$ cat config.mk
export PLATFORM = sky130hd
export DESIGN_NAME = mp_uart_rx
export DESIGN_NICKNAME = d
export VERILOG_FILES = /design/src/rtl/mpr_pkg.sv /design/src/rtl/mpr_sync.sv /design/src/rtl/mpr_frame.sv /design/src/rtl/mpr_status.sv /design/src/rtl/mp_uart_rx.sv
export SDC_FILE = /design/constraint.sdc
export NUM_CORES = 1
export LEC_CHECK = 0
export BUFFER_PORTS_ARGS = -buffer_cell sky130_fd_sc_hd__buf_2
export CAP_MARGIN = 20
export CORE_MARGIN = 8
export CORE_UTILIZATION = 40
export DETAILED_ROUTE_END_ITERATION = 12
export HOLD_SLACK_MARGIN = 0.03
export PLACE_DENSITY = 0.6
export SLEW_MARGIN = 25
export SYNTH_ARGS = -nofsm -noshare
export SYNTH_HDL_FRONTEND = slang
export SYNTH_SLANG_ARGS = --single-unit
$ cat constraint.sdc
create_clock -name clk -period 2.1 [get_ports clk]
set_clock_uncertainty 0.1 [all_clocks]
set_input_delay 0.21 -clock clk [delete_from_list [all_inputs] [get_ports clk]]
set_output_delay 0.21 -clock clk [all_outputs]
set_load 0.005 [all_outputs]
$ cat src/rtl/mpr_pkg.sv
package mpr_pkg;

    localparam int MPR_DATA_W = 8;
    localparam int MPR_OSR    = 16;

    localparam int CLR_FULL = 0;
    localparam int CLR_FER  = 1;
    localparam int CLR_PER  = 2;
    localparam int CLR_OVR  = 3;

    typedef struct packed {
        logic mp_mode;
        logic par_en;
        logic par_odd;
    } rx_fmt_t;

    typedef struct packed {
        logic xbit;
        logic stop_ok;
        logic par_err;
    } frm_info_t;

    typedef enum logic [1:0] {
        ST_IDLE  = 2'd0,
        ST_START = 2'd1,
        ST_BITS  = 2'd2
    } rx_st_e;

    function automatic logic has_extra(rx_fmt_t f);
        return f.mp_mode | f.par_en;
    endfunction

endpackage

$ cat src/rtl/mpr_sync.sv
module mpr_sync #(
    parameter int   STAGES  = 2,
    parameter logic RST_VAL = 1'b1
) (
    input  logic clk,
    input  logic rst,
    input  logic din,
    output logic dout
);
    logic [STAGES-1:0] pipe;

    always_ff @(posedge clk) begin
        if (rst) pipe <= {STAGES{RST_VAL}};
        else     pipe <= {pipe[STAGES-2:0], din};
    end

    assign dout = pipe[STAGES-1];
endmodule

$ cat src/rtl/mpr_frame.sv
module mpr_frame
    import mpr_pkg::*;
#(
    parameter int DATA_W = MPR_DATA_W,
    parameter int OSR    = MPR_OSR
) (
    input  logic              clk,
    input  logic              rst,
    input  logic              en,
    input  logic              tick,
    input  logic              rxd_s,
    input  rx_fmt_t           fmt,
    output logic              done,
    output logic [DATA_W-1:0] data,
    output frm_info_t         info
);
    localparam int CNT_W = $clog2(OSR);
    localparam int IDX_W = $clog2(DATA_W + 3);
    localparam logic [CNT_W-1:0] CNT_LAST = CNT_W'(OSR - 1);
    localparam logic [CNT_W-1:0] CNT_MID  = CNT_W'(OSR / 2 - 1);
    localparam logic [IDX_W-1:0] IDX_DATA = IDX_W'(DATA_W);

    rx_st_e            st;
    logic [CNT_W-1:0]  cnt;
    logic [IDX_W-1:0]  idx;
    logic [DATA_W-1:0] shreg;
    logic              xbit;
    logic              armed;
    logic [IDX_W-1:0]  idx_last;
    logic              bit_strobe;

    assign idx_last   = has_extra(fmt) ? IDX_DATA + IDX_W'(1) : IDX_DATA;
    assign bit_strobe = (st == ST_BITS) && tick && (cnt == CNT_LAST);

    always_ff @(posedge clk) begin
        if (rst || !en) begin
            st    <= ST_IDLE;
            cnt   <= '0;
            idx   <= '0;
            armed <= 1'b0;
            shreg <= '0;
            xbit  <= 1'b0;
        end else begin
            unique case (st)
                ST_IDLE: begin
                    if (rxd_s) armed <= 1'b1;
                    if (tick && armed && !rxd_s) begin
                        st  <= ST_START;
                        cnt <= CNT_W'(1);
                    end
                end
                ST_START: begin
                    if (tick) begin
                        if (cnt == CNT_MID) begin
                            cnt <= '0;
                            idx <= '0;
                            st  <= rxd_s ? ST_IDLE : ST_BITS;
                        end else begin
                            cnt <= cnt + CNT_W'(1);
                        end
                    end
                end
                ST_BITS: begin
                    if (bit_strobe) begin
                        cnt <= '0;
                        idx <= idx + IDX_W'(1);
                        if (idx < IDX_DATA)
                            shreg <= {rxd_s, shreg[DATA_W-1:1]};
                        else if (idx == IDX_DATA && has_extra(fmt))
                            xbit <= rxd_s;
                        if (idx == idx_last) begin
                            st    <= ST_IDLE;
                            armed <= rxd_s;
                        end
                    end else if (tick) begin
                        cnt <= cnt + CNT_W'(1);
                    end
                end
                default: st <= ST_IDLE;
            endcase
        end
    end

    assign done         = en && bit_strobe && (idx == idx_last);
    assign data         = shreg;
    assign info.xbit    = xbit;
    assign info.stop_ok = rxd_s;
    assign info.par_err = fmt.par_en && !fmt.mp_mode &&
                          (xbit != ((^shreg) ^ fmt.par_odd));
endmodule

$ cat src/rtl/mpr_status.sv
module mpr_status
    import mpr_pkg::*;
#(
    parameter int DATA_W = MPR_DATA_W
) (
    input  logic              clk,
    input  logic              rst,
    input  logic              done,
    input  logic [DATA_W-1:0] data,
    input  frm_info_t         info,
    input  rx_fmt_t           fmt,
    input  logic              filt_wr,
    input  logic              filt_wdata,
    input  logic [3:0]        clr,
    output logic [DATA_W-1:0] rdata,
    output logic              full,
    output logic              fer,
    output logic              per,
    output logic              ovr,
    output logic              mpb,
    output logic              filt_en,
    output logic              accept
);
    logic filt_active, drop, wake, load, fer_set, per_set, ovr_set;

    assign filt_active = filt_en && fmt.mp_mode;
    assign drop        = done && filt_active && !info.xbit;
    assign wake        = done && filt_active && info.xbit;
    assign accept      = done && !drop;
    assign load        = accept && !full;
    assign fer_set     = load && !info.stop_ok;
    assign per_set     = load && info.par_err;
    assign ovr_set     = accept && full;

    always_ff @(posedge clk) begin
        if (rst) begin
            rdata   <= '0;
            full    <= 1'b0;
            fer     <= 1'b0;
            per     <= 1'b0;
            ovr     <= 1'b0;
            mpb     <= 1'b0;
            filt_en <= 1'b0;
        end else begin
            if (load) rdata <= data;
            full <= load    | (full & ~clr[CLR_FULL]);
            fer  <= fer_set | (fer  & ~clr[CLR_FER]);
            per  <= per_set | (per  & ~clr[CLR_PER]);
            ovr  <= ovr_set | (ovr  & ~clr[CLR_OVR]);
            if (accept && fmt.mp_mode) mpb <= info.xbit;
            if (wake)         filt_en <= 1'b0;
            else if (filt_wr) filt_en <= filt_wdata;
        end
    end
endmodule

$ cat src/rtl/mp_uart_rx.sv
module mp_uart_rx
    import mpr_pkg::*;
#(
    parameter int DATA_W    = MPR_DATA_W,
    parameter int OSR       = MPR_OSR,
    parameter int SYNC_STGS = 2
) (
    input  logic              clk,
    input  logic              rst,
    input  logic              tick,
    input  logic              rxd,
    input  logic              rx_en,
    input  logic              cfg_mp,
    input  logic              cfg_par_en,
    input  logic              cfg_par_odd,
    input  logic              filt_wr,
    input  logic              filt_wdata,
    input  logic              rie,
    input  logic [3:0]        clr_flags,
    output logic [DATA_W-1:0] rdata,
    output logic              full,
    output logic              fer,
    output logic              per,
    output logic              ovr,
    output logic              mpb,
    output logic              filt_en,
    output logic              rx_irq,
    output logic              err_irq
);
    logic              rxd_s;
    rx_fmt_t           fmt_q;
    logic              frm_done;
    logic [DATA_W-1:0] frm_data;
    frm_info_t         frm_info;
    logic              accept;

    always_ff @(posedge clk) begin
        if (rst)         fmt_q <= '0;
        else if (!rx_en) fmt_q <= '{mp_mode: cfg_mp, par_en: cfg_par_en, par_odd: cfg_par_odd};
    end

    mpr_sync #(.STAGES(SYNC_STGS), .RST_VAL(1'b1)) u_sync (
        .clk (clk),
        .rst (rst),
        .din (rxd),
        .dout(rxd_s)
    );

    mpr_frame #(.DATA_W(DATA_W), .OSR(OSR)) u_frame (
        .clk  (clk),
        .rst  (rst),
        .en   (rx_en),
        .tick (tick),
        .rxd_s(rxd_s),
        .fmt  (fmt_q),
        .done (frm_done),
        .data (frm_data),
        .info (frm_info)
    );

    mpr_status #(.DATA_W(DATA_W)) u_status (
        .clk       (clk),
        .rst       (rst),
        .done      (frm_done),
        .data      (frm_data),
        .info      (frm_info),
        .fmt       (fmt_q),
        .filt_wr   (filt_wr),
        .filt_wdata(filt_wdata),
        .clr       (clr_flags),
        .rdata     (rdata),
        .full      (full),
        .fer       (fer),
        .per       (per),
        .ovr       (ovr),
        .mpb       (mpb),
        .filt_en   (filt_en),
        .accept    (accept)
    );

    assign rx_irq  = rie & full;
    assign err_irq = rie & (fer | per | ovr);
endmodule

; Yosys cells after proc, flatten, opt, wreduce, memory -nomap -nowiden
; Index checks and enable logic that the tools add are counted.
[op_classes]
add_sub_neg = 2
n_mux = 22
reduce_logical = 38
bitwise = 19
n_eq_ne = 14
magnitude_cmp = 1
[op_table]
columns = operator, n
row1 = two-way mux 4 bit, 8
row2 = logical AND 1 bit, 19
row3 = AND reduction 4 bit, 4
row4 = two-way mux 2 bit, 6
row5 = one-hot mux 4 bit (3 select lines), 1
row6 = "adder 4 x 1 -> 4 bit, second input constant", 2
row7 = "== test 4 bit, second input constant", 2
row8 = one-hot mux 4 bit (2 select lines), 1
row9 = XOR reduction 8 bit, 1
row10 = bitwise OR 1 bit, 7
row11 = AND 1 bit, 6
row12 = logical NOT 1 bit, 6
row13 = "inequality test 2 x 1 -> 1 bit, second input constant", 3
row14 = "inequality test 2 bit, second input constant", 3
row15 = one-hot mux 2 bit (3 select lines), 1
row16 = inverter 1 bit, 5
row17 = AND reduction 5 bit, 1
row18 = "== test 4 x 3 -> 1 bit, second input constant", 1
row19 = == test 4 bit, 1
row20 = "less-than comparator 4 bit, second input constant", 1
row21 = two-way mux 1 bit, 4
row22 = nonzero test 2 bit, 2
row23 = "inequality test 3 x 2 -> 1 bit, second input constant", 1
row24 = AND reduction 3 bit, 1
row25 = 9 further kinds, 9
[word_totals]
register_bits = 39
inputBits = 15
word_cells = 113
output_inout_bits = 16

; Depth between registers and ports, before layout
[logic_depth]
depth_word = 12
depth_mapped = 9
ltp_nobuf = 7

; Cells and area by module
; A second synthesis with hierarchy kept.
[unflattened]
cells_unflattened = 223
hier_area_um2 = 2005.7
[modules_own_cells]
columns = module, seq_area_each_um2, cells_each, area_per_inst_um2, n_inst
row1 = mpr_frame, 400.4, 144, 1241.2, 1
row2 = mpr_status, 280.3, 64, 595.6, 1
row3 = mp_uart_rx, 60.1, 11, 116.4, 1
row4 = mpr_sync, 40.0, 4, 52.6, 1

; Worst setup path after synthesis
; No wires, ideal clock.
[synth_path]
path_kind = register -> register
from = register u_frame.st[0]
to = register u_status.rdata[1]
t_arrival_ns = 1.764
path_slack_ns = 0.108
stages_incl_launch_ff = 10
t_required_ns = 1.872
synth_period_minus_slack_ns = 1.992
setup_time_ns = 0.128
path_cell_list = dfxtp_1 inv_1 ha_1 clkbuf_1 nand4b_1 a2111oi_2 nand4b_1 buf_2 mux2i_1 nor2_1
[synth_via]
elab_chain_len = 10
[synth_rtl]
columns = item, line_no
row1 = from (decl), mpr_frame.sv:23  ; rx_st_e st;
row2 = from (signal assigned), mpr_frame.sv:57  ; st <= rxd_s ? ST_IDLE : ST_BITS;
row3 = == test 2 bit *, mpr_frame.sv:33  ; assign bit_strobe = (st == ST_BITS) && tick && (cnt == CNT_LAST);
row4 = logical AND 1 bit * (2 in series), mpr_frame.sv:33
row5 = logical AND 1 bit * (2 in series), mpr_frame.sv:84  ; assign done = en && bit_strobe && (idx == idx_last);
row6 = logical AND 1 bit (2 in series), mpr_status.sv:27  ; assign drop = done && filt_active && !info.xbit;
row7 = logical NOT 1 bit, mpr_status.sv:29  ; assign accept = done && !drop;
row8 = logical AND 1 bit *, mpr_status.sv:29
row9 = logical AND 1 bit *, mpr_status.sv:30  ; assign load = accept && !full;
row10 = to (signal assigned), mpr_status.sv:45  ; if (load) rdata <= data;
row11 = to (decl), mpr_status.sv:15  ; output logic [DATA_W-1:0] rdata,
; Every way passes the cells marked *; elsewhere a longest branch is shown, timed or not.
; A chain may end at the register's enable or synchronous reset.

; Worst setup path after layout
[layout_path]
from = register u_frame.idx[3]
to = register u_frame.st[1]
[layout_via]
elab_chain_len = 3
[layout_rtl]
columns = item, line_no
row1 = from (decl), mpr_frame.sv:25  ; logic [IDX_W-1:0] idx;
row2 = from (signal assigned), mpr_frame.sv:66  ; idx <= idx + IDX_W'(1);
row3 = == test 4 bit, mpr_frame.sv:71  ; if (idx == idx_last) begin
row4 = inequality test 2 bit (no line), n/a
row5 = AND reduction 5 bit (no line), n/a
; Every way passes these cells.

==> summary.txt <==
Worst setup path
  – Crit-path cells: or3b_1 -> a2111oi_4 -> o31ai_2 -> or3b_1 -> a21oi_2
  – Worst r2r path cells: 5
  – Worst setup SP type: register
  – Worst R2R Setup Slack: 0.10 ns
  – WS Path Type: register to register
  – RR Endpoint: u_frame.st[1]$_SDFFE_PP0P_
  – Worst-path fanout max: 5
  – CP bufs+invs: 0
  – Crit path max-delay family: simple AND/OR/NAND/NOR gates
  – CP Data Arrival Time: 2.12 ns
  – CP endpoint kind: register
  – Required time worst endpoint: 2.22 ns
  – Max stage delay on crit path: 0.43 ns
  – Critical Path Start: u_frame.idx[3]$_SDFFE_PP0P_
  – R2r startpoint: u_frame.idx[3]$_SDFFE_PP0P_
  – Crit. path cell count: 5
  – Slowest-stage cell, CP: or3b_1
  – Most frequent CP cell: or3b_1
  – Critical path endpoint: u_frame.st[1]$_SDFFE_PP0P_

STA
  – Max-Slew Margin vs Limit: 69.7%
  – Fmax: 501 MHz
  – Endpoints failing setup: 0
  – Final hold vios: 0
  – Final WS setup: 0.104 ns
  – Final Max Slew Viols: 0
  – Period utilisation layout: 95.0%
  – Unrepaired setup endpoints after global routing: yes
  – Setup TNS Final: 0 ns
  – Minimum clock period: 2.00 ns
  – Slew @ Worst Pin: 0.451 ns

Die
  – DIE WIDTH: 85.5 um
  – Core Box Area: 4690 sq um
  – Total I/O pin count: 31
  – Cell Rows: 25
  – Initial Util: 41.2%
  – Die Span Y: 85.5 um
  – Die area: 7320 sq um

Synthesis
  – Top_reg_cell synth: dfxtp_1
  – Mapped Cells: 211
  – Syn Area/Cell: 9.17 sq um
  – Number of synthesized flops with an enable pin: 0
  – Ys Warns: 0
  – Async SR Flop Fraction: 0%
  – Seq/Total Area, Yosys: 40.4%
  – Synth Cell Area: 1930 sq um
  – Netlist cell types: 44
  – Yosys reg bits: 39
  – Syn_nets: 233

Clock tree
  – Clk root buf: clkbuf_8
  – CTS tree: yes
  – Clk sinks: 39
  – Clock Latency Late Sink: 0.28 ns
  – Clock Path Buffers: 2
  – CTS Buf Count: 5
  – Clock Pin Slew Worst Setup and Hold Paths: 0.08 ns
  – CTS HTree Levels: 2

Global route
  – Vias in the first global route: 1511
  – Number of antenna violations at the first check in global routing: 0
  – Total gr overflow: 0
  – Tot GR Track Use: 11.6%
  – Largest net degree at the start of global routing: 22
  – First-pass GRT wire length: 6.94 mm

Status
  – Status: complete, no violations

Placed design
  – Placed insts: 298
  – HPWL Detailed: 3.08 mm
  – Placer Congestion: 0.825
  – IO Port Bufs: 30
  – Pre-CTS setup slack: 0.0805 ns

Drt
  – Initial DRC count: 62
  – Remaining DRCs: 0
  – Final ANT Viol Nets: 0
  – Final WL: 4.16 mm
  – Avg Vias per Cell: 5.05
  – Via count: 1556
  – TritonRoute pass-1 iters: 4
  – WL per Instance: 13.5 um

Power and ir drop
  – Net Sw Frac: 23.2%
  – PD cells: 563 nW/um^2
  – Comb pwr share: 5.4%
  – Clk network pwr share: 37.6%
  – Internal: 1.01 mW
  – Sequential share of power: 57.0%
  – Max IR drop VDD: 346 uV
  – Net Switching: 0.306 mW
  – Leakage power: 0.926 nW

Finish
  – # diodes: 0
  – Area Growth Syn to Fin: 21.1%
  – Final cell count without fillers: 308
  – Nets: 275
  – Ratio of cells with drive above 1 in the final layout: 24.8%

Job
  – Max-Cap Viols: 0

Min path
  – Min-delay worst type: input port to register
cells in the final DEF, fill, tap and decap left out, types with 2 or more instances in the layout:
master         count
xnor2_1            9
nor3_1             2
nand3_1            6
or2_2              3
ha_2               3
nor3b_1            4
or3b_1             2
mux2i_1           24
clkbuf_8           5
and3_1             2
nand2b_1           3
inv_1             10
buf_4             12
nand2_1            8
a21oi_1           12
o21ai_1            2
dfxtp_1           39
nand4_1            3
dlygate4sd3_1      2
nand3b_1           2
buf_2             30
ha_1               4
nand4b_1           3
o21ai_0            4
nor2b_1            2
a2111oi_4          2
nor2_1            32
or4_1              2
o211ai_1           3
cell type report:
cell class                      count  area (sq um)
Inverter                           10          37.5
Fill cell                         458          2350
Tap cell                           54          67.6
Clock buffer                        6          72.6
Sequential cell                    39           781
Clock inverter                      2          12.5
Timing Repair Buffer               44           260
Multi-Input combinational cell    153          1110
what timing repair did:
item                                    4_1_cts  5_1_grt
hold buffers                                  2        0
hold endpoints to repair                      2        0
endpoints found under the setup margin        0       10
gates resized for setup                       0        6
buffers inserted                              0        0
sequential cells by signal (all words and copies together) (netlist names):
signal / cells
u_frame.cnt: 4
u_status.rdata: 8
u_status.mpb: 1
u_sync.pipe: 2
u_status.full: 1
u_frame.st: 2
u_frame.xbit: 1
u_status.filt_en: 1
u_status.ovr: 1
u_frame.armed: 1
u_frame.idx: 4
u_status.per: 1
u_status.fer: 1
fmt_q: 3
u_frame.data: 8
cells by family (layout without fill, tap and decap cells):
group                      Yosys count  in the layout  synth area share [%]
xor gates and xnor gates             9              9                  4.08
and+or+nand+nor                     81             81                  23.2
muxes                               24             24                  12.4
DFF                                 39             39                  40.4
adders and majority gates            7              7                  4.53
buffers and inverters               19             62                  4.14
AOI/OAI and AO/OA                   32             32                  11.3
power by group through the flow:
stage / combinational, mW / clock [mW] / sequential (mW)
after floorplan: 0.0399 / 0 / 0.769
after global placement: 0.0681 / 0 / 0.769
after detailed placement: 0.0677 / 0 / 0.769
after CTS: 0.0706 / 0.520 / 0.752
after global routing: 0.0785 / 0.551 / 0.753
final: 0.0714 / 0.496 / 0.752
worst min path at each step:
stage                                         start  cells past startpoint                         to  slack [ns]
after CTS                               cfg_par_odd                      3      fmt_q[0]$_SDFFE_PP0N_        0.05
after global routing                     cfg_par_en                      3      fmt_q[1]$_SDFFE_PP0N_        0.07
after detailed placement                        rxd                      2  u_sync.pipe[0]$_SDFF_PP1_        0.30
after floorplan                        clr_flags[2]                      1    u_status.per$_SDFF_PP0_        0.21
final                                   cfg_par_odd                      3      fmt_q[0]$_SDFFE_PP0N_        0.06
after global placement    u_sync.pipe[0]$_SDFF_PP1_                      1  u_sync.pipe[1]$_SDFF_PP1_        0.29
per-stage QoR:
step | instance area, sq um | total power [mW] | hold WS, ns | utilization [%]
2_1_floorplan | 1930 | 0.809 | 0.214 | -
3_3_place_gp | 2200 | 0.837 | 0.291 | 46.9
3_5_place_dp | 2200 | 0.837 | 0.298 | 46.9
4_1_cts | 2300 | 1.34 | 0.0526 | 49.1
5_1_grt | 2340 | 1.38 | 0.0673 | 49.9
6_report | 2340 | 1.32 | 0.0615 | 49.9
metal layers:
layer / GRT usage, % / vias to the layer above / share of wire [%]
met3: 3.53 / 4 / 5.4
met4: 4.30 / 0 / 0.94
met2: 19.0 / 29 / 46
li1: - / 822 / -
met5: 0 / - / 0
met1: 13.8 / 701 / 47
worst register-to-register path: stages, from the launching register on:
cell       delay [ns]
dfxtp_1          0.40
or3b_1           0.43
a2111oi_4        0.35
o31ai_2          0.13
or3b_1           0.40
a21oi_2          0.13
cells in the mapped netlist, types with 2 or more instances:
cell type	count	area share [%]
dfxtp_1	39	40
nor2_1	32	6.2
mux2i_1	24	12
a21oi_1	12	3.1
inv_1	10	1.9
xnor2_1	9	4.1
nand2_1	8	1.6
ha_1	7	4.5
clkbuf_1	6	1.2
nand3_1	6	1.6
nor3b_1	4	1.6
o21ai_0	4	1.0
nand2b_1	3	0.97
nand4_1	3	0.97
nand4b_1	3	1.4
o211ai_1	3	1.2
or2_2	3	0.97
a2111oi_2	2	1.6
and3_1	2	0.65
nand3b_1	2	0.78
nor2b_1	2	0.65
nor3_1	2	0.52
o21ai_1	2	0.52
or3b_1	2	0.91
or4_1	2	0.78
Power figures use the tool's default switching activity.
